[config.mk]
export PLATFORM = sky130hd
export DESIGN_NAME = spi_prof_master
export DESIGN_NICKNAME = d
export VERILOG_FILES = /design/src/rtl/spi_prof_pkg.sv /design/src/rtl/spi_prof_regs.sv /design/src/rtl/spi_prof_shift.sv /design/src/rtl/spi_prof_ctrl.sv /design/src/rtl/spi_prof_master.sv
export SDC_FILE = /design/constraint.sdc
export NUM_CORES = 1
export LEC_CHECK = 0
export BUFFER_PORTS_ARGS = -buffer_cell sky130_fd_sc_hd__buf_2
export CORE_MARGIN = 4
export CORE_UTILIZATION = 30
export CTS_BUF_LIST = sky130_fd_sc_hd__clkbuf_2 sky130_fd_sc_hd__clkbuf_4 sky130_fd_sc_hd__clkbuf_8
export DETAILED_ROUTE_END_ITERATION = 8
export PLACE_DENSITY_LB_ADDON = 0.3
export SLEW_MARGIN = 10
export SYNTH_ARGS = -nofsm -noshare
export SYNTH_HDL_FRONTEND = slang
export SYNTH_SLANG_ARGS = --single-unit
[constraint.sdc]
create_clock -name clk -period 3.8 [get_ports clk]
set_clock_uncertainty 0.2 [all_clocks]
set_input_delay 0.95 -clock clk [delete_from_list [all_inputs] [get_ports clk]]
set_output_delay 0.95 -clock clk [all_outputs]
set_load 0.02 [all_outputs]
[src/rtl/spi_prof_pkg.sv]
package spi_prof_pkg;

    localparam int NSEL     = 4;
    localparam int SEL_W    = $clog2(NSEL);
    localparam int DEV_W    = NSEL;
    localparam int DW       = 16;
    localparam int LEN_W    = $clog2(DW + 1);
    localparam int HALF_W   = LEN_W + 1;
    localparam int DIV_W    = 8;
    localparam int DLY_W    = 8;
    localparam int CNT_W    = (DIV_W > DLY_W) ? DIV_W : DLY_W;

    localparam logic [LEN_W-1:0] MIN_BITS = LEN_W'(8);
    localparam logic [LEN_W-1:0] MAX_BITS = LEN_W'(DW);

    typedef struct packed {
        logic             cpol;
        logic             cpha;
        logic [LEN_W-1:0] bits;
        logic [DIV_W-1:0] div;
        logic [DLY_W-1:0] lead;
        logic [DLY_W-1:0] gap;
        logic             keep;
    } prof_t;

    typedef enum logic [1:0] {
        ST_IDLE,
        ST_LEAD,
        ST_SHIFT,
        ST_GAP
    } st_t;

    localparam prof_t PROF_RST = '{
        cpol: 1'b0, cpha: 1'b0, bits: MIN_BITS,
        div: DIV_W'(1), lead: '0, gap: '0, keep: 1'b0
    };

    function automatic logic [LEN_W-1:0] clamp_bits(input logic [LEN_W-1:0] b);
        if (b < MIN_BITS) return MIN_BITS;
        if (b > MAX_BITS) return MAX_BITS;
        return b;
    endfunction

    function automatic logic [DIV_W-1:0] eff_div(input logic [DIV_W-1:0] d);
        return (d == '0) ? DIV_W'(1) : d;
    endfunction

endpackage

[src/rtl/spi_prof_regs.sv]
module spi_prof_regs
    import spi_prof_pkg::*;
(
    input  logic             clk,
    input  logic             rst,
    input  logic             we,
    input  logic [SEL_W-1:0] wr_idx,
    input  prof_t            wr_prof,
    input  logic [SEL_W-1:0] rd_idx,
    output prof_t            rd_prof
);

    prof_t slot [NSEL];

    for (genvar g = 0; g < NSEL; g++) begin : g_slot
        always_ff @(posedge clk) begin
            if (rst)
                slot[g] <= PROF_RST;
            else if (we && wr_idx == SEL_W'(g))
                slot[g] <= wr_prof;
        end
    end

    assign rd_prof = slot[rd_idx];

endmodule

[src/rtl/spi_prof_shift.sv]
module spi_prof_shift
    import spi_prof_pkg::*;
(
    input  logic             clk,
    input  logic             rst,
    input  logic             load,
    input  logic             ld_cpol,
    input  logic             ld_cpha,
    input  logic [LEN_W-1:0] ld_bits,
    input  logic [DW-1:0]    ld_data,
    input  logic             tick,
    input  logic             abort,
    input  logic             miso,
    output logic             sck,
    output logic             mosi,
    output logic             last_half,
    output logic [DW-1:0]    rx_word
);

    logic [DW:0]       sh;
    logic [DW-1:0]     rx;
    logic [DW-1:0]     left_just;
    logic [HALF_W-1:0] half;
    logic [LEN_W-1:0]  bits_q;
    logic              cpol_q;
    logic              cpha_q;
    logic              sck_q;

    // Word moved to the top of the register so the first bit is always sh[DW].
    always_comb left_just = ld_data << (LEN_W'(DW) - ld_bits);

    assign last_half = (half == (({1'b0, bits_q}) << 1) - HALF_W'(1));

    always_ff @(posedge clk) begin
        if (rst) begin
            sh     <= '0;
            rx     <= '0;
            half   <= '0;
            bits_q <= MIN_BITS;
            cpol_q <= 1'b0;
            cpha_q <= 1'b0;
            sck_q  <= 1'b0;
        end else if (abort) begin
            sck_q <= cpol_q;
            half  <= '0;
        end else if (load) begin
            sck_q  <= ld_cpol;
            cpol_q <= ld_cpol;
            cpha_q <= ld_cpha;
            bits_q <= ld_bits;
            half   <= '0;
            rx     <= '0;
            // Trailing-capture mode shifts before its first bit, so preload one place lower.
            sh     <= ld_cpha ? {1'b0, left_just} : {left_just, 1'b0};
        end else if (tick) begin
            sck_q <= ~sck_q;
            half  <= half + HALF_W'(1);
            if (half[0] == cpha_q)
                rx <= {rx[DW-2:0], miso};
            else
                sh <= {sh[DW-1:0], 1'b0};
        end
    end

    assign sck     = sck_q;
    assign mosi    = sh[DW];
    assign rx_word = rx;

endmodule

[src/rtl/spi_prof_ctrl.sv]
module spi_prof_ctrl
    import spi_prof_pkg::*;
(
    input  logic             clk,
    input  logic             rst,
    input  logic             start,
    input  logic [DEV_W-1:0] dev,
    input  logic             decode_en,
    input  logic             fault_en,
    input  logic             fault_in,
    input  logic             fault_clr,
    input  logic [DIV_W-1:0] p_div,
    input  logic [DLY_W-1:0] p_lead,
    input  logic [DLY_W-1:0] p_gap,
    input  logic             p_keep,
    input  logic             last_half,
    output logic             load,
    output logic             tick,
    output logic             abort,
    output logic [DEV_W-1:0] cs_n,
    output logic             busy,
    output logic             done,
    output logic             fault
);

    st_t              st;
    logic [CNT_W-1:0] cnt;
    logic [DIV_W-1:0] div_q;
    logic [DLY_W-1:0] gap_q;
    logic             keep_q;
    logic [DEV_W-1:0] cs_dev;
    logic             cs_act;
    logic             fault_q;
    logic             done_q;
    logic             dev_ok;
    logic             cnt_zero;

    assign dev_ok   = !(decode_en && dev == '1);
    assign load     = (st == ST_IDLE) && start && !fault_q && dev_ok;
    assign abort    = fault_en && fault_in && (st != ST_IDLE);
    assign cnt_zero = (cnt == '0);
    assign tick     = (st == ST_SHIFT) && cnt_zero && !abort;

    always_ff @(posedge clk) begin
        if (rst) begin
            st      <= ST_IDLE;
            cnt     <= '0;
            div_q   <= DIV_W'(1);
            gap_q   <= '0;
            keep_q  <= 1'b0;
            cs_dev  <= '0;
            cs_act  <= 1'b0;
            fault_q <= 1'b0;
            done_q  <= 1'b0;
        end else begin
            done_q <= 1'b0;
            if (abort)     fault_q <= 1'b1;
            if (fault_clr) fault_q <= 1'b0;

            if (abort) begin
                st     <= ST_IDLE;
                cs_act <= 1'b0;
            end else begin
                unique case (st)
                    ST_IDLE: if (load) begin
                        st     <= ST_LEAD;
                        cnt    <= CNT_W'(p_lead);
                        div_q  <= eff_div(p_div);
                        gap_q  <= p_gap;
                        keep_q <= p_keep;
                        cs_dev <= dev;
                        cs_act <= 1'b1;
                    end
                    ST_LEAD: begin
                        if (cnt_zero) begin
                            st  <= ST_SHIFT;
                            cnt <= CNT_W'(div_q - DIV_W'(1));
                        end else begin
                            cnt <= cnt - CNT_W'(1);
                        end
                    end
                    ST_SHIFT: begin
                        if (cnt_zero) begin
                            if (last_half) begin
                                st     <= ST_GAP;
                                cnt    <= CNT_W'(gap_q);
                                done_q <= 1'b1;
                            end else begin
                                cnt <= CNT_W'(div_q - DIV_W'(1));
                            end
                        end else begin
                            cnt <= cnt - CNT_W'(1);
                        end
                    end
                    ST_GAP: begin
                        if (cnt_zero) begin
                            st <= ST_IDLE;
                            if (!keep_q) cs_act <= 1'b0;
                        end else begin
                            cnt <= cnt - CNT_W'(1);
                        end
                    end
                    default: st <= ST_IDLE;
                endcase
            end
        end
    end

    for (genvar i = 0; i < DEV_W; i++) begin : g_cs
        assign cs_n[i] = decode_en ? (cs_act ? cs_dev[i] : 1'b1)
                                   : !(cs_act && cs_dev[SEL_W-1:0] == SEL_W'(i));
    end

    assign busy  = (st != ST_IDLE);
    assign done  = done_q;
    assign fault = fault_q;

endmodule

[src/rtl/spi_prof_master.sv]
module spi_prof_master
    import spi_prof_pkg::*;
(
    input  logic             clk,
    input  logic             rst,
    input  logic             cfg_we,
    input  logic [SEL_W-1:0] cfg_idx,
    input  logic             cfg_cpol,
    input  logic             cfg_cpha,
    input  logic [LEN_W-1:0] cfg_bits,
    input  logic [DIV_W-1:0] cfg_div,
    input  logic [DLY_W-1:0] cfg_lead,
    input  logic [DLY_W-1:0] cfg_gap,
    input  logic             cfg_keep,
    input  logic             decode_en,
    input  logic             fault_en,
    input  logic             fault_in,
    input  logic             fault_clr,
    input  logic             start,
    input  logic [DEV_W-1:0] dev,
    input  logic [DW-1:0]    tx_data,
    input  logic             miso,
    output logic             sck,
    output logic             mosi,
    output logic [DEV_W-1:0] cs_n,
    output logic             busy,
    output logic             done,
    output logic [DW-1:0]    rx_data,
    output logic             fault
);

    prof_t wr_prof;
    prof_t cur;
    logic  load;
    logic  tick;
    logic  abort;
    logic  last_half;

    assign wr_prof = '{
        cpol: cfg_cpol, cpha: cfg_cpha, bits: cfg_bits,
        div: cfg_div, lead: cfg_lead, gap: cfg_gap, keep: cfg_keep
    };

    spi_prof_regs u_regs (
        .clk     (clk),
        .rst     (rst),
        .we      (cfg_we),
        .wr_idx  (cfg_idx),
        .wr_prof (wr_prof),
        .rd_idx  (dev[SEL_W-1:0]),
        .rd_prof (cur)
    );

    spi_prof_ctrl u_ctrl (
        .clk       (clk),
        .rst       (rst),
        .start     (start),
        .dev       (dev),
        .decode_en (decode_en),
        .fault_en  (fault_en),
        .fault_in  (fault_in),
        .fault_clr (fault_clr),
        .p_div     (cur.div),
        .p_lead    (cur.lead),
        .p_gap     (cur.gap),
        .p_keep    (cur.keep),
        .last_half (last_half),
        .load      (load),
        .tick      (tick),
        .abort     (abort),
        .cs_n      (cs_n),
        .busy      (busy),
        .done      (done),
        .fault     (fault)
    );

    spi_prof_shift u_shift (
        .clk       (clk),
        .rst       (rst),
        .load      (load),
        .ld_cpol   (cur.cpol),
        .ld_cpha   (cur.cpha),
        .ld_bits   (clamp_bits(cur.bits)),
        .ld_data   (tx_data),
        .tick      (tick),
        .abort     (abort),
        .miso      (miso),
        .sck       (sck),
        .mosi      (mosi),
        .last_half (last_half),
        .rx_word   (rx_data)
    );

endmodule

# Word-level counts from Yosys, hierarchy flattened

Memory sizes are Yosys's and may differ from the RTL's.
Cells that the tools add are included.
Widths: inputs -> output; s select.

Order comparisons: 2
$add $sub $neg: 5
Bitwise gates (word level): 8
Equality and inequality tests: 20
Reductions and logical operators: 44
Shift operators: 1
Mux-type cells: 61

Operators with widths:

| kind                | count |
|---|---|
| $mux 32             | 4 |
| $mux 17             | 4 |
| $mux 16             | 3 |
| $mux 8              | 6 |
| $mux 1              | 32 |
| $pmux 8 s4          | 1 |
| $mux 5              | 4 |
| $logic_and 1x1->1   | 16 |
| $logic_not 8->1     | 2 |
| $shl 16x5->16       | 1 |
| $sub 8x1->8 const B | 2 |
| $eq 2x2->1 const B  | 6 |
| $reduce_and 3->1    | 4 |
| $mux 2              | 5 |
| $ne 2x2->1 const B  | 5 |
| $pmux 2 s4          | 1 |
| $reduce_bool 2->1   | 4 |
| $logic_not 1->1     | 7 |
| $add 6x1->6 const B | 1 |
| $eq 2x1->1 const B  | 3 |
| $eq 6x6->1          | 1 |
| $logic_not 2->1     | 3 |
| $ne 2x1->1 const B  | 3 |
| $sub 6x1->6 const B | 1 |
| 15 further kinds    | 22 |

Bits in registers: 81
Input port bits: 63
Memories kept: 1
Word-level logic and storage cells: 158
Bits in writable memories: 128

Memory list:

| memory      | words | width | read ports | clocked after Yosys merged registers in | wr ports | line                | RTL |
|---|---|---|---|---|---|---|---|
| u_regs.slot | 4     | 32    | 1          | 0                                       | 4        | spi_prof_regs.sv:13 | `prof_t slot [NSEL];` |

# Longest topological paths before layout

Gate-level depths: netlist of the first run.
An unclocked memory read counts as a cell.

Word-level depth: 10
Mapped depth: 14
Mapped depth without buffers: 11

# By module

A second synthesis of the first run with hierarchy kept.

Cell total of the unflattened synthesis: 941
Area, all modules: 10433.8 um2

Modules (own cells, without submodules):

| module          | instances | area each (um2) | cells an instance |
|---|---|---|---|
| spi_prof_regs   | 1         | 5565.3          | 359 |
| spi_prof_shift  | 1         | 2885.3          | 326 |
| spi_prof_ctrl   | 1         | 1949.4          | 251 |
| spi_prof_master | 1         | 33.8            | 5 |

# Worst setup path before layout of the first run

OpenSTA, ideal clock, no wires.

Path kind: input to register
From: input dev[0]
To: register u_shift.sh[14]
Required time: 3.459 ns
Library setup time: 0.141 ns
Buffers on the path: 4
Stages: 13
Path slack: -0.301 ns
Data arrival time: 3.760 ns
Path through: buf_6 mux4_2 and3b_1 buf_6 inv_2 ha_1 clkbuf_1 clkbuf_1 mux4_2 mux2i_1 o21ai_0 a21oi_1 a2111oi_2

Cells in the longest elaborated chain, start to end: 10
Elaborated cells on any way between the ends: 20
Classes of those cells: add/sub (1); order compare (2); eq/ne (2); shift (1); mux (8); reduce/logical (5); memory (1)

RTL lines:

| what                 | line                  | RTL |
|---|---|---|
| from (decl)          | spi_prof_master.sv:20 | `input logic [DEV_W-1:0] dev,` |
| $mem_v2 4x32         | n/a                   |  |
| $gt 5x5->1           | spi_prof_pkg.sv:40    | `if (b > MAX_BITS) return MAX_BITS;` |
| $mux 1 (2 in series) | spi_prof_pkg.sv:40    |  |
| $mux 5               | spi_prof_pkg.sv:41    | `return b;` |
| $mux 5               | spi_prof_pkg.sv:40    |  |
| $sub 5x5->5          | spi_prof_shift.sv:30  | `always_comb left_just = ld_data << (LEN_W'(DW) - ld_bits);` |
| $shl 16x5->16        | spi_prof_shift.sv:30  |  |
| $mux 17              | spi_prof_shift.sv:54  | `sh <= ld_cpha ? {1'b0, left_just} : {left_just, 1'b0};` |
| $mux 17              | spi_prof_shift.sv:46  | `end else if (load) begin` |
| to (signal assigned) | spi_prof_shift.sv:54  |  |
| to (signal assigned) | spi_prof_shift.sv:61  | `sh <= {sh[DW-1:0], 1'b0};` |
| to (decl)            | spi_prof_shift.sv:20  | `logic [DW:0] sh;` |

Parallel ways exist; a longest one is shown, timed or not. The select of a mux whose other input is x is not followed.
A chain may end at the register's enable or synchronous reset.

# Worst setup path in the final report of the first run

From: input dev[0]
To: register u_shift.sh[4]

The elaborated chain is that of the path after synthesis.

==> flow_summary.toml, run 1 <==
[floorplan]
core_area_um2 = 34500
number_of_placed_i_o_pins = 88
die-area_um2 = 38000
fp.dieH_um = 195
std_cell_rows = 68
dieWidth_um = 195
floorplan.initialDensity_pct = 30.4

[worst_setup_path]
r2r.worst_path.cells = 9
critPathMaxFanout = 8
critPathKind = "in -> reg"
timing.reg2reg.setup_slack_ns = 0.65
reg_to_reg_start = "u_ctrl.st[0]"
start_kind = "input port"
worst_setup_path_endpoint = "u_shift.sh[4]"
crit_required_ns = 4.06
worst_ep_arrival_time_ns = 3.54
crit-reg2reg-capture = "u_shift.sh[8]"
cp-startpoint = "dev[0]"
crit_path_end_kind = "flop"

[cts]
post_cts_setup_repair_buffer_count = 0
clock_insertion_delay_worst_skew_ns = 0.56
numCtsBuffers = 38
clkSlewWorstSetupHoldPaths_ns = 0.05
ctsResizeCount = 0
cts_buffer_depth = 3
cts_root_buffer = "sky130_fd_sc_hd__clkbuf_8"
cts-htree-levels = 2
tritoncts = "yes"
total_number_of_clock_tree_sinks = 209
cts_hold_buffers = 0

[place]
buffer_ports.inserted = 87
detailedPlacementHpwl_um = 18000
gp_routability_congestion = 0.834

[synthesis]
postSynthAreaPerCell_um2 = 11.1
top_ff_cell_synth = "sky130_fd_sc_hd__edfxtp_1"
synth.yosys.warnings = 0
synth-edff-count = 128
netlist_area_um2 = 10500
synth-seq-cells = 209
synthDominantAreaCellType = "sky130_fd_sc_hd__edfxtp_1"
synthesized_instance_count = 942
synthesis.nets = 1016
library_cells_used_by_synthesis = 67
asyncSetResetFlopFracSynth_pct = 0
ys_seq_area_share_pct = 52.2
yosys-top-cells-area = "sky130_fd_sc_hd__edfxtp_1, sky130_fd_sc_hd__dfxtp_1, sky130_fd_sc_hd__mux4_2"
synth_top_area_share_pct = 36.7

[drt]
drc = 0
drt-vias-per-instance = 4.86
ant_nets = 0
drt-initial-drc-count = 408
via_count = 7573
route.final.wire_length_um = 26400
routedWlPerCell_um = 16.9
first_pass_iters = 5

[flow_run]
max_capacitance_violation_total = 0

[global_routing]
grt_max_degree = 44
grt_remaining_overflow = 0
globalRouteTotalUtil_pct = 13.7
grt_pass1_vias = 7617
grt_pass1_wl_um = 41800
antenna_violations_before_repair = 0

[pwr]
total_leakage_power_nw = 4.79
power.switching_fraction_pct = 33.1
total_switching_power_mw = 2.42
share_comb_of_total_power_pct = 29.6
power.internal_mw = 4.89
power.density_cell_area_nw_per_um2 = 579
pwr-share-seq_pct = 38.9
vdd_ir_drop_max_mv = 0.296
power_mw = 7.31
p_clk_share_pct = 31.5

[cells_and_area]
nFillCells = 3455
insertedDiodeCount = 0
post_route_cells_drive_above_1_share_pct = 25.8
fin_nets = 1148
most_frequent_standard_cell_in_the_layout_excluding_fill_and_tap_cells = "sky130_fd_sc_hd__edfxtp_1"
layout_common_cells = "sky130_fd_sc_hd__edfxtp_1, sky130_fd_sc_hd__and2_1, sky130_fd_sc_hd__nand2_1, sky130_fd_sc_hd__buf_2, sky130_fd_sc_hd__dfxtp_1"
flow.area_growth_from_synthesis_pct = 20.7

[sta]
hold_violations = 0
timing.fmax_ghz = 0.305
timing_max_transition_violations_final = 0
layout_min_cycle_time_ns = 3.28
hold_ws_ns = 0.256
final_min_period_over_clock_period_pct = 86.3
worst-slew-pin-transition_ns = 0.814
setup_viol = 0
grt_setup_unrepaired = "no"
maxSlewHeadroom_pct = 45.7

[min_path]
hold_class = "reg -> reg"

[outcome]
run_status = "finished clean"
registers in the layout, indices dropped and copies added, names as in the netlist:
register / cells
u_ctrl.fault: 1
u_ctrl.keep_q: 1
u_ctrl.done: 1
u_regs.slot: 128
u_ctrl.st: 2
u_shift.cpha_q: 1
u_shift.half: 6
u_ctrl.cs_act: 1
u_ctrl.gap_q: 8
u_ctrl.cnt: 8
u_ctrl.div_q: 8
u_shift.bits_q: 5
u_shift.sh: 17
u_shift.cpol_q: 1
u_ctrl.cs_dev: 4
u_shift.rx_word: 16
u_shift.sck: 1
per-stage QoR:
stage	utilization, %	cells	cell area (um2)	TNS, ns	setup WS [ns]
2_1_floorplan	-	942	10500	0	0.0259
3_3_place_gp	34.3	1489	11800	0	0.0416
3_5_place_dp	34.3	1489	11800	-0.0472	-0.0472
4_1_cts	36.7	1557	12600	0	0.540
5_1_grt	36.7	1557	12600	0	0.351
6_report	36.7	1557	12600	0	0.522
cells by family (layout without fill, tap and decap cells):
family | Yosys count | in the layout | share of synthesized area, %
buffers and inverters | 77 | 237 | 3.20
muxes | 69 | 69 | 11.6
AOI/OAI and AO/OA | 180 | 180 | 11.3
xor gates and xnor gates | 23 | 23 | 2.28
DFF | 209 | 209 | 52.2
adders and majority gates | 11 | 11 | 1.31
and+or+nand+nor | 373 | 373 | 18.1
worst max-delay path: stages:
cell	delay, ns
sky130_fd_sc_hd__buf_2	0.17
sky130_fd_sc_hd__mux4_2	0.54
sky130_fd_sc_hd__and3b_1	0.26
sky130_fd_sc_hd__inv_2	0.06
sky130_fd_sc_hd__ha_4	0.22
sky130_fd_sc_hd__o21ai_0	0.09
sky130_fd_sc_hd__a21oi_1	0.06
sky130_fd_sc_hd__o32ai_1	0.43
sky130_fd_sc_hd__a31oi_1	0.15
sky130_fd_sc_hd__o21ai_0	0.24
sky130_fd_sc_hd__buf_4	0.16
sky130_fd_sc_hd__a21oi_1	0.06
sky130_fd_sc_hd__nor3_1	0.16
how the worst min path moves through the flow:
stage                     startpoint               end  slack (ns)  cells after the start
floorplan              u_ctrl.keep_q     u_ctrl.keep_q        0.23                      2
global placement    u_ctrl.cs_dev[3]  u_ctrl.cs_dev[3]        0.25                      2
detailed placement     u_ctrl.keep_q     u_ctrl.keep_q        0.25                      2
CTS                    u_ctrl.keep_q     u_ctrl.keep_q        0.26                      2
global route           u_ctrl.keep_q     u_ctrl.keep_q        0.28                      2
finish               u_ctrl.gap_q[6]   u_ctrl.gap_q[6]        0.26                      2
layout make-up:
| cell class | count | area [um2] | share of cell area, % |
|---|---|---|---|
| clock buffer | 57 | 703 | 5.56 |
| timing repair buffer | 152 | 961 | 7.60 |
| tap | 455 | 569 | 4.50 |
| inverter | 17 | 63.8 | 0.505 |
| clock inverter | 11 | 128 | 1.01 |
| sequential | 209 | 5470 | 43.2 |
| multi-input combinational | 656 | 4750 | 37.6 |
cells in the mapped netlist (4+ instances only):
library cell	number
sky130_fd_sc_hd__a211oi_1	12
sky130_fd_sc_hd__a21o_1	4
sky130_fd_sc_hd__a21oi_1	56
sky130_fd_sc_hd__a221oi_1	8
sky130_fd_sc_hd__a22oi_1	22
sky130_fd_sc_hd__a31oi_1	7
sky130_fd_sc_hd__and2_1	124
sky130_fd_sc_hd__and3_1	5
sky130_fd_sc_hd__buf_1	4
sky130_fd_sc_hd__buf_2	6
sky130_fd_sc_hd__clkbuf_1	45
sky130_fd_sc_hd__dfxtp_1	81
sky130_fd_sc_hd__edfxtp_1	128
sky130_fd_sc_hd__ha_1	11
sky130_fd_sc_hd__inv_1	15
sky130_fd_sc_hd__mux2i_1	25
sky130_fd_sc_hd__mux4_2	39
sky130_fd_sc_hd__nand2_1	95
sky130_fd_sc_hd__nand2b_1	15
sky130_fd_sc_hd__nand3_1	7
sky130_fd_sc_hd__nor2_1	70
sky130_fd_sc_hd__nor2b_1	4
sky130_fd_sc_hd__nor3_1	26
sky130_fd_sc_hd__nor4_1	7
sky130_fd_sc_hd__o211ai_1	7
sky130_fd_sc_hd__o21ai_0	31
sky130_fd_sc_hd__o21bai_1	4
sky130_fd_sc_hd__o22ai_1	4
sky130_fd_sc_hd__or3_1	6
sky130_fd_sc_hd__xnor2_1	11
sky130_fd_sc_hd__xor2_1	10
per-layer routing:
layer  vias up  part of all wire, %  global-route usage (%)
met2       171                   48                    22.9
met3        49                  4.9                    2.76
li1       3714                    -                       -
met5         -                    0                       0
met1      3639                   44                    17.7
met4         0                  2.6                    4.60
power by group through the flow:
stage          clock network (mW)  registers [mW]  logic, mW
2_1_floorplan                   0            2.85       1.49
3_3_place_gp                    0            2.89       2.15
3_5_place_dp                    0            2.89       2.16
4_1_cts                      2.38            2.85       2.18
5_1_grt                      2.47            2.88       2.40
6_report                     2.30            2.84       2.17
Note: power is estimated with default switching activity, not from simulation.
==> inputs of run 2 (changes only) <==
==> constraint.sdc (replaced) <==
create_clock -name clk -period 3.5 [get_ports clk]
set_clock_uncertainty 0.2 [all_clocks]
set_input_delay 0.875 -clock clk [delete_from_list [all_inputs] [get_ports clk]]
set_output_delay 0.875 -clock clk [all_outputs]
set_load 0.02 [all_outputs]
==> run 2 against run 1 <==
Compared with the run above:
- die area is the same
- non-clock buffer count up 4
- final cell count up 0.32%
- utilization about the same
- register-to-register slack got worse by 0.26 ns
- via count grew 1.5%
- largest cell class unchanged
==> flow_summary.toml, run 2 (synthesized netlist as in run 1, its figures left out) <==
[pwr]
total_leakage_power_nw = 4.79
vdd_ir_drop_max_mv = 0.291
power.density_cell_area_nw_per_um2 = 616

[place]
gp_routability_congestion = 0.834
place_inst = 1493
buffer_ports.inserted = 87
detailedPlacementHpwl_um = 18700

[floorplan]
die-area_um2 = 38000
number_of_placed_i_o_pins = 88
floorplan.initialDensity_pct = 30.4
std_cell_rows = 68
dieWidth_um = 195
fp.dieH_um = 195
core_area_um2 = 34500

[worst_setup_path]
start_kind = "input port"
critPathMaxFanout = 8
critPathSlowestCell = "sky130_fd_sc_hd__mux4_2"
cp_top_family = "compound AO/OA/AOI/OAI gates"
cpMostUsedCell = "sky130_fd_sc_hd__a21oi_1"
crit_path_end_kind = "flop"
critPathKind = "in -> reg"
r2r.worst_path.cells = 12
worst_ep_arrival_time_ns = 3.53
critical_path_depth = 13
worstPathBufferInverterCount = 3
cpPeakStageDelay_ns = 0.54
crit_required_ns = 3.78
cell_chain_of_the_critical_path = "buf_2 -> mux4_2 -> and3b_1 -> buf_4 -> inv_8 -> ha_4 -> o21ai_2 -> a21oi_1 -> o32ai_1 -> a31oi_1 -> o21ai_0 -> a21oi_1 -> nor3_1"

[global_routing]
grt_pass1_vias = 7773
grt_pass1_wl_um = 43100
globalRouteTotalUtil_pct = 14.1
antenna_violations_before_repair = 1
grt_remaining_overflow = 0
grt_max_degree = 60

[sta]
hold_violations = 0
timing_max_transition_violations_final = 0
layout_min_cycle_time_ns = 3.26
final_min_period_over_clock_period_pct = 93.1
grt_setup_unrepaired = "no"
setup_viol = 0
maxSlewHeadroom_pct = 48.8
timing.fmax_ghz = 0.307
worst-slew-pin-transition_ns = 0.768

[cells_and_area]
insertedDiodeCount = 0
most_frequent_standard_cell_in_the_layout_excluding_fill_and_tap_cells = "sky130_fd_sc_hd__edfxtp_1"
instances_no_fill = 1562
fin_nets = 1152
finalCoreUtilization_pct = 36.7
flow.area_growth_from_synthesis_pct = 20.7
largest_register_ff_count = 128
top_register = "u_regs.slot"
layout_common_cells = "sky130_fd_sc_hd__edfxtp_1, sky130_fd_sc_hd__and2_1, sky130_fd_sc_hd__nand2_1, sky130_fd_sc_hd__buf_2, sky130_fd_sc_hd__dfxtp_1"
nFillCells = 3395
post_route_cells_drive_above_1_share_pct = 25.4

[cts]
cts_buffer_depth = 3
clkSlewWorstSetupHoldPaths_ns = 0.06
tritoncts = "yes"
numCtsBuffers = 38
clock_insertion_delay_worst_skew_ns = 0.56
cts-htree-levels = 2
ctsResizeCount = 0
total_number_of_clock_tree_sinks = 209
post_cts_setup_repair_buffer_count = 0
cts_hold_buffers = 0
cts_root_buffer = "sky130_fd_sc_hd__clkbuf_8"

[drt]
via_count = 7685
ant_nets = 0
drc = 0
route.final.wire_length_um = 27000
drt-initial-drc-count = 380
first_pass_iters = 5
routedWlPerCell_um = 17.3
drt-vias-per-instance = 4.92

[min_path]
timing.hold.worst_path_depth = 2
hold_class = "reg -> reg"

[flow_run]
max_capacitance_violation_total = 0

[outcome]
run_status = "finished clean"
run 2: changes by cell type in the layout (fill, tap and decap cells not counted), sizes merged:
cell,change
buf,+4
bufinv,-1
clkbuf,-6
clkinv,+8
clkinvlp,-2
inv,+2
run 2: layout make-up:
cell class | instances | area, um2 | area share (%)
clock buffer | 51 | 639 | 5.06
tap | 455 | 569 | 4.50
clock inverter | 18 | 124 | 0.980
timing repair buffer | 156 | 991 | 7.84
sequential | 209 | 5470 | 43.2
multi-input combinational | 656 | 4780 | 37.8
inverter | 17 | 71.3 | 0.564
run 2: layer usage:
metal / wire [um] / track usage, %
met1: 11800 / 18.3
met2: 13400 / 24.3
met3: 1420 / 2.79
met4: 354 / 3.44
met5: 7 / 0
run 2: final timing paths:
path	from	to	slack (ns)
worst max-delay path	dev[0]	u_shift.sh[5]	0.24
worst min-delay path	u_ctrl.keep_q	u_ctrl.keep_q	0.25
worst max register to register	u_regs.slot[2][29]	u_shift.sh[5]	0.39
worst min register to register	u_ctrl.keep_q	u_ctrl.keep_q	0.25
run 2: power by group:
group,switching [mW],total [mW],internal [mW]
Combinational,1.39,2.37,0.979
Clock,1.04,2.32,1.28
Sequential,0.188,3.10,2.91
run 2: worst reg2reg max path, delay by kind of cell (launching register included):
kind | cells | cell delay [ns]
AO/OA/AOI/OAI | 6 | 1.16
multiplexers | 1 | 0.50
AND/OR/NAND/NOR | 2 | 0.40
flip-flops | 1 | 0.38
adder cells (fa/ha/maj) | 1 | 0.22
buffers and inverters | 2 | 0.19
run 2: through the flow:
stage	setup TNS [ns]	setup slack [ns]	total power, mW	hold slack, ns	instance area (um2)
6_report	0	0.243	7.78	0.254	12600
3_3_place_gp	-2.51	-0.229	5.50	0.245	11900
4_1_cts	0	0.308	7.87	0.247	12600
5_1_grt	0	0.0362	8.28	0.259	12600
3_5_place_dp	-3.21	-0.283	5.52	0.249	11900
2_1_floorplan	-0.606	-0.101	4.74	0.233	10600
